===== src/rtl/err_report_pkg.sv =====
package err_report_pkg;

    // register geometry
    localparam int REG_W   = 8;
    localparam int N_SRC   = 2;
    // bit positions of each source inside both registers
    localparam int BIT_TA  = 2;
    localparam int BIT_DTT = 1;
    // index of each source inside a packed source vector
    localparam int IDX_TA  = 1;
    localparam int IDX_DTT = 0;

    localparam logic [REG_W-1:0] LIVE_MASK =
        (REG_W'(1) << BIT_TA) | (REG_W'(1) << BIT_DTT);

    // one flag per error source
    typedef struct packed {
        logic ta;   // target abort
        logic dtt;  // stale delayed transaction
    } err_pair_t;

    typedef enum logic [0:0] {
        DT_IDLE = 1'b0,
        DT_WAIT = 1'b1
    } dt_state_e;

    function automatic logic [REG_W-1:0] pair_to_reg(input err_pair_t p);
        logic [REG_W-1:0] r;
        r          = '0;
        r[BIT_TA]  = p.ta;
        r[BIT_DTT] = p.dtt;
        return r;
    endfunction

    function automatic err_pair_t reg_to_pair(input logic [REG_W-1:0] r);
        err_pair_t p;
        p.ta  = r[BIT_TA];
        p.dtt = r[BIT_DTT];
        return p;
    endfunction

    function automatic logic pair_overlap(input err_pair_t a, input err_pair_t b);
        return (a.ta & b.ta) | (a.dtt & b.dtt);
    endfunction

endpackage


===== src/rtl/err_cfg_bank.sv =====
module err_cfg_bank
    import err_report_pkg::*;
(
    input  logic      clk,
    input  logic      rst,
    input  logic      wr_hit,
    input  err_pair_t wr_pair,
    output err_pair_t cfg_q
);

    always_ff @(posedge clk) begin
        if (rst) begin
            cfg_q <= '0;
        end else if (wr_hit) begin
            cfg_q <= wr_pair;
        end
    end

endmodule


===== src/rtl/err_sticky_bank.sv =====
module err_sticky_bank
    import err_report_pkg::*;
(
    input  logic      clk,
    input  logic      rst,
    input  err_pair_t set_evt,
    input  logic      clr_hit,
    input  err_pair_t clr_pair,
    output err_pair_t sts_q
);

    logic [N_SRC-1:0] set_v;
    logic [N_SRC-1:0] clr_v;
    logic [N_SRC-1:0] cur_v;
    logic [N_SRC-1:0] nxt_v;

    assign set_v = set_evt;
    assign clr_v = clr_hit ? clr_pair : '0;
    assign cur_v = sts_q;

    // per-source sticky cell: a set beats a clear on the same edge
    for (genvar i = 0; i < N_SRC; i++) begin : g_cell
        always_comb begin
            if (set_v[i]) begin
                nxt_v[i] = 1'b1;
            end else if (clr_v[i]) begin
                nxt_v[i] = 1'b0;
            end else begin
                nxt_v[i] = cur_v[i];
            end
        end
    end

    always_ff @(posedge clk) begin
        if (rst) begin
            sts_q <= '0;
        end else begin
            sts_q <= nxt_v;
        end
    end

endmodule


===== src/rtl/dt_discard_timer.sv =====
module dt_discard_timer
    import err_report_pkg::*;
#(
    parameter int LIMIT = 33000
) (
    input  logic clk,
    input  logic rst,
    input  logic data_ready,
    input  logic retrieved,
    output logic discard_o
);

    localparam int CNT_W = (LIMIT < 2) ? 1 : $clog2(LIMIT + 1);
    localparam logic [CNT_W-1:0] LAST = CNT_W'(LIMIT - 1);

    dt_state_e        state_q;
    logic [CNT_W-1:0] cnt_q;
    logic             fire;

    // expiry only when nothing else is sampled on the final edge
    assign fire = (state_q == DT_WAIT) && !retrieved && !data_ready && (cnt_q == LAST);

    always_ff @(posedge clk) begin
        if (rst) begin
            state_q   <= DT_IDLE;
            cnt_q     <= '0;
            discard_o <= 1'b0;
        end else begin
            discard_o <= fire;
            if (data_ready) begin
                state_q <= DT_WAIT;
                cnt_q   <= '0;
            end else if (state_q == DT_WAIT) begin
                if (retrieved || fire) begin
                    state_q <= DT_IDLE;
                    cnt_q   <= '0;
                end else begin
                    cnt_q <= cnt_q + CNT_W'(1);
                end
            end
        end
    end

endmodule


===== src/rtl/serr_gate.sv =====
module serr_gate
    import err_report_pkg::*;
(
    input  logic      clk,
    input  logic      rst,
    input  err_pair_t sts,
    input  err_pair_t cfg,
    input  logic      global_en,
    output logic      serr_o
);

    always_ff @(posedge clk) begin
        if (rst) begin
            serr_o <= 1'b0;
        end else begin
            serr_o <= global_en & pair_overlap(sts, cfg);
        end
    end

endmodule


===== src/rtl/err_report_unit.sv =====
module err_report_unit
    import err_report_pkg::*;
#(
    parameter int                ADDR_W         = 8,
    parameter logic [ADDR_W-1:0] CFG_ADDR       = ADDR_W'(8'h88),
    parameter logic [ADDR_W-1:0] STS_ADDR       = ADDR_W'(8'h8A),
    parameter int                TIMEOUT_CYCLES = 33000
) (
    input  logic              clk,
    input  logic              rst,
    input  logic              reg_wr,
    input  logic [ADDR_W-1:0] reg_addr,
    input  logic [7:0]        reg_wdata,
    output logic [7:0]        reg_rdata,
    input  logic              target_abort,
    input  logic              dt_data_ready,
    input  logic              dt_retrieved,
    input  logic              serr_global_en,
    output logic              serr_req,
    output logic              dt_discard
);

    err_pair_t cfg_pair;
    err_pair_t sts_pair;
    err_pair_t wr_pair;
    err_pair_t evt_pair;
    logic      cfg_hit;
    logic      sts_hit;
    logic      unused_wbits;

    assign wr_pair      = reg_to_pair(reg_wdata);
    assign unused_wbits = ^(reg_wdata & ~LIVE_MASK);
    assign cfg_hit      = reg_wr && (reg_addr == CFG_ADDR);
    assign sts_hit      = reg_wr && (reg_addr == STS_ADDR);

    assign evt_pair.ta  = target_abort;
    assign evt_pair.dtt = dt_discard;

    err_cfg_bank u_cfg (
        .clk     (clk),
        .rst     (rst),
        .wr_hit  (cfg_hit),
        .wr_pair (wr_pair),
        .cfg_q   (cfg_pair)
    );

    err_sticky_bank u_sts (
        .clk      (clk),
        .rst      (rst),
        .set_evt  (evt_pair),
        .clr_hit  (sts_hit),
        .clr_pair (wr_pair),
        .sts_q    (sts_pair)
    );

    dt_discard_timer #(
        .LIMIT (TIMEOUT_CYCLES)
    ) u_timer (
        .clk        (clk),
        .rst        (rst),
        .data_ready (dt_data_ready),
        .retrieved  (dt_retrieved),
        .discard_o  (dt_discard)
    );

    serr_gate u_gate (
        .clk       (clk),
        .rst       (rst),
        .sts       (sts_pair),
        .cfg       (cfg_pair),
        .global_en (serr_global_en),
        .serr_o    (serr_req)
    );

    always_comb begin
        if (reg_addr == CFG_ADDR) begin
            reg_rdata = pair_to_reg(cfg_pair);
        end else if (reg_addr == STS_ADDR) begin
            reg_rdata = pair_to_reg(sts_pair);
        end else begin
            reg_rdata = '0;
        end
    end

endmodule


===== config.mk =====
export PLATFORM = sky130hd
export DESIGN_NAME = err_report_unit
export DESIGN_NICKNAME = d
export VERILOG_FILES = /design/src/rtl/err_report_pkg.sv /design/src/rtl/err_cfg_bank.sv /design/src/rtl/err_sticky_bank.sv /design/src/rtl/dt_discard_timer.sv /design/src/rtl/serr_gate.sv /design/src/rtl/err_report_unit.sv
export SDC_FILE = /design/constraint.sdc
export NUM_CORES = 1
export LEC_CHECK = 0
export CAP_MARGIN = 20
export CORE_MARGIN = 2
export CORE_UTILIZATION = 52
export CTS_CLUSTER_DIAMETER = 40
export DETAILED_ROUTE_END_ITERATION = 8
export PLACE_DENSITY = 0.88
export REMOVE_ABC_BUFFERS = 1
export SKIP_CTS_REPAIR_TIMING = 1
export SKIP_LAST_GASP = 1
export SLEW_MARGIN = 15
export SYNTH_ARGS = -nofsm -noshare
export SYNTH_HDL_FRONTEND = slang
export SYNTH_SLANG_ARGS = --single-unit
export TNS_END_PERCENT = 20

===== constraint.sdc =====
create_clock -name clk -period 6.2 [get_ports clk]
set_clock_uncertainty 0.15 [all_clocks]
set_input_delay 1.55 -clock clk [delete_from_list [all_inputs] [get_ports clk]]
set_output_delay 1.55 -clock clk [all_outputs]
set_load 0.02 [all_outputs]

==> impl_metrics.ini <==
[yosys]
synth_simple_gate_area_share_pct = 34.7
synthFlopType = dfxtp_1
syn_area_per_cell_um2 = 8.51
yosysTopAreaCellShare_pct = 35.4
synth_seq_cells = 23
synth_most_common_cell = dfxtp_1
synth-edff-count = 0
synth_xor_area_share_pct = 2.02
yosysTopAreaCell = dfxtp_1
netlist_instances = 153
synth_async_sr_flop_share_pct = 0
yosysSeqAreaShare_pct = 35.4
synth_cell_types = 49
synth_adder_area_share_pct = 0.961
syn-cell-area_mm2 = 0.00130
synth_compound_area_share_pct = 16.7
ys_warn_count = 0
synthMuxAreaShare_pct = 3.07
synth.area.top_cells = dfxtp_1 35%, buf_4 4.0%, nand2_1 4.0%, o311ai_0 3.4%, nor2_1 3.2%
synth_commonest_cells = 23 x dfxtp_1, 14 x nand2_1, 11 x nor2_1
synth_top_family_by_area = simple AND/OR/NAND/NOR gates

[route]
dr.pass1.iters = 4
drt_iter0_markers = 35
vias = 1224
wirelength_mm = 2.83
route.detailed.drc = 0
ant_nets = 0
post_drt_wl_per_cell_um = 14.1
avgViaCountPerCell = 6.09

[layout]
final_nets = 196
n_fill_cell = 217
fin_area_mm2 = 0.00151
instances_no_fill = 201
antenna_cells = 0
final_util_pct = 62.1
drive_above_1_share_pct = 5.26
area_growth_pct = 15.9

[pwr]
vdd_drop_max_uv = 106
p_leak_nw = 0.457
power_density_mw_per_mm2 = 162

[timing]
slew_viol_final = 0
worstMarginPinSlew_ns = 0.848
period_needed_ns = 5.14
fmax_mhz = 194
setup_viol = 0
fin_setup_tns_ns = 0
rsz0062_at_grt = false
period_share_pct = 83.0
relSlewSlack_pct = 43.0
finalWorstSetupSlack_ns = 1.06
hold_viol = 0

[global_routing]
grt_pass1_vias = 1111
antenna_found_initial = 0
grt_first_pass_wirelength_mm = 4.57
grt_usage_pct = 21.2
grt-ovfl-total = 0
grt_max_degree = 20

[setup_path]
critPathSlowestCell = clkdlybuf4s50_1
cp.required_ns = 4.50
start_kind = input port
cp.arrival_ns = 3.44
crit_cells = 5
critPathMaxFanout = 4
ff2ff_setup_slack_ns = 3.76
crit_type = in -> out
ff2ff_path_depth = 4
reg2reg_from = u_timer.cnt_q[8]
slowest_delay_ns = 0.61
rr_endpoint = u_timer.cnt_q[12]
worst-path-buf-inv = 2
setup.worst_path.end_class = output pin
crit_top_cell = clkdlybuf4s50_1
path_cells = clkdlybuf4s50_1 -> nor4bb_1 -> nand2_1 -> nor2_1 -> clkdlybuf4s50_1
critical_path.top_delay_family = buffers and inverters

[place]
place.gp.congestion = 0.867
place_area_mm2 = 0.00148
pre_cts_ws_ns = 1.07
hpwl_mm = 2.16
io_buffers = 20
dp_cells = 197

[worst_hold_path]
min_path_type = reg -> reg
min_from = u_timer.discard_o
hold_path_end = u_sts.sts_q[0]
worstHoldPathCells = 2

[clock_tree]
cts_buffer_depth = 2
clkTransAtPathRegs_ns = 0.13
cts_tree = done
cts_buffers = 3
insertion_delay_ns = 0.32
cts_max_level = 1
cts_root_buf = clkbuf_4
clock_sinks = 23

[die]
die_w_um = 54.1
core_area_mm2 = 0.00243
io_pins = 33
rows = 18
initial_core_util_pct = 53.5
die_h_um = 54.1
dieArea_mm2 = 0.00292

[run]
maxCapViolations = 0

[run_status]
status = completed
placed cells by master, fill, tap and decap left out, types with 2 or more instances in the layout:
cell type and count:
nor3_1 5, o21a_1 4, inv_1 4, nand3_1 6, o21ai_0 5, or4_1 2, nor4_1 6, nor2_1 11
o311ai_0 5, clkdlybuf4s50_1 20, nand4b_1 2, conb_1 6, nand2b_1 5, nor3b_1 5, clkbuf_4 3, or3_1 3
dfxtp_1 23, a21oi_1 5, mux2i_1 4, xnor2_1 2, nand4_1 4, nand2_1 14
metrics by stage:
stage / hold slack (ns) / total power, mW
finish: 0.368 / 0.245
global route: 0.377 / 0.254
CTS: 0.365 / 0.246
detailed placement: 0.325 / 0.178
global placement: 0.320 / 0.178
floorplan: 0.319 / 0.164
power breakdown:
part,switching (mW),internal (mW)
Clock,0.0439,0.0251
Combinational,0.0120,0.0134
Sequential,0.00133,0.149
Total,0.0572,0.187
state kept, by name, summed over array words and instances (netlist names):
register           count
u_timer.cnt_q         16
u_cfg.cfg_q            2
u_sts.sts_q            2
u_gate.serr_o          1
u_timer.discard_o      1
u_timer.state_q        1
layer usage:
metal / global-route usage, % / part of all wire [%] / vias to the layer above
met5: 0 / 0 / -
met4: 10.4 / 1.6 / 0
met3: 3.06 / 7.7 / 6
met2: 36.8 / 48 / 55
met1: 25.3 / 43 / 565
li1: - / - / 598
tightest hold or removal path, stage by stage, from the launching register on:
cell,delay (ns)
dfxtp_1,0.36
a21oi_1,0.04
nor2_1,0.07
how the worst max path moves through the flow:
stage | startpoint | to | slack, ns
global placement | reg_addr[3] | reg_rdata[1] | 1.11
CTS | reg_addr[3] | reg_rdata[2] | 1.06
floorplan | reg_addr[2] | reg_rdata[1] | 2.06
finish | reg_addr[3] | reg_rdata[2] | 1.06
global route | reg_addr[3] | reg_rdata[2] | 0.98
detailed placement | reg_addr[3] | reg_rdata[2] | 1.07
cells by family (layout without fill, tap and decap cells):
logic type	count (synthesis)	in the layout
DFF	23	23
adders and majority gates	1	1
and+or+nand+nor	76	76
buffers and inverters	15	28
muxes	4	4
other	1	6
xor gates and xnor gates	3	3
AOI/OAI and AO/OA	30	30
final cells by class:
type	count	area (um^2)	share of cell area, %
repair buffers	20	200	13.3
multi-input cells	120	771	51.0
well taps	30	37.5	2.49
flip-flops and latches	23	460	30.5
inverters	4	15.0	0.994
clock buffers	4	26.3	1.74
Power figures use the tool's default switching activity.
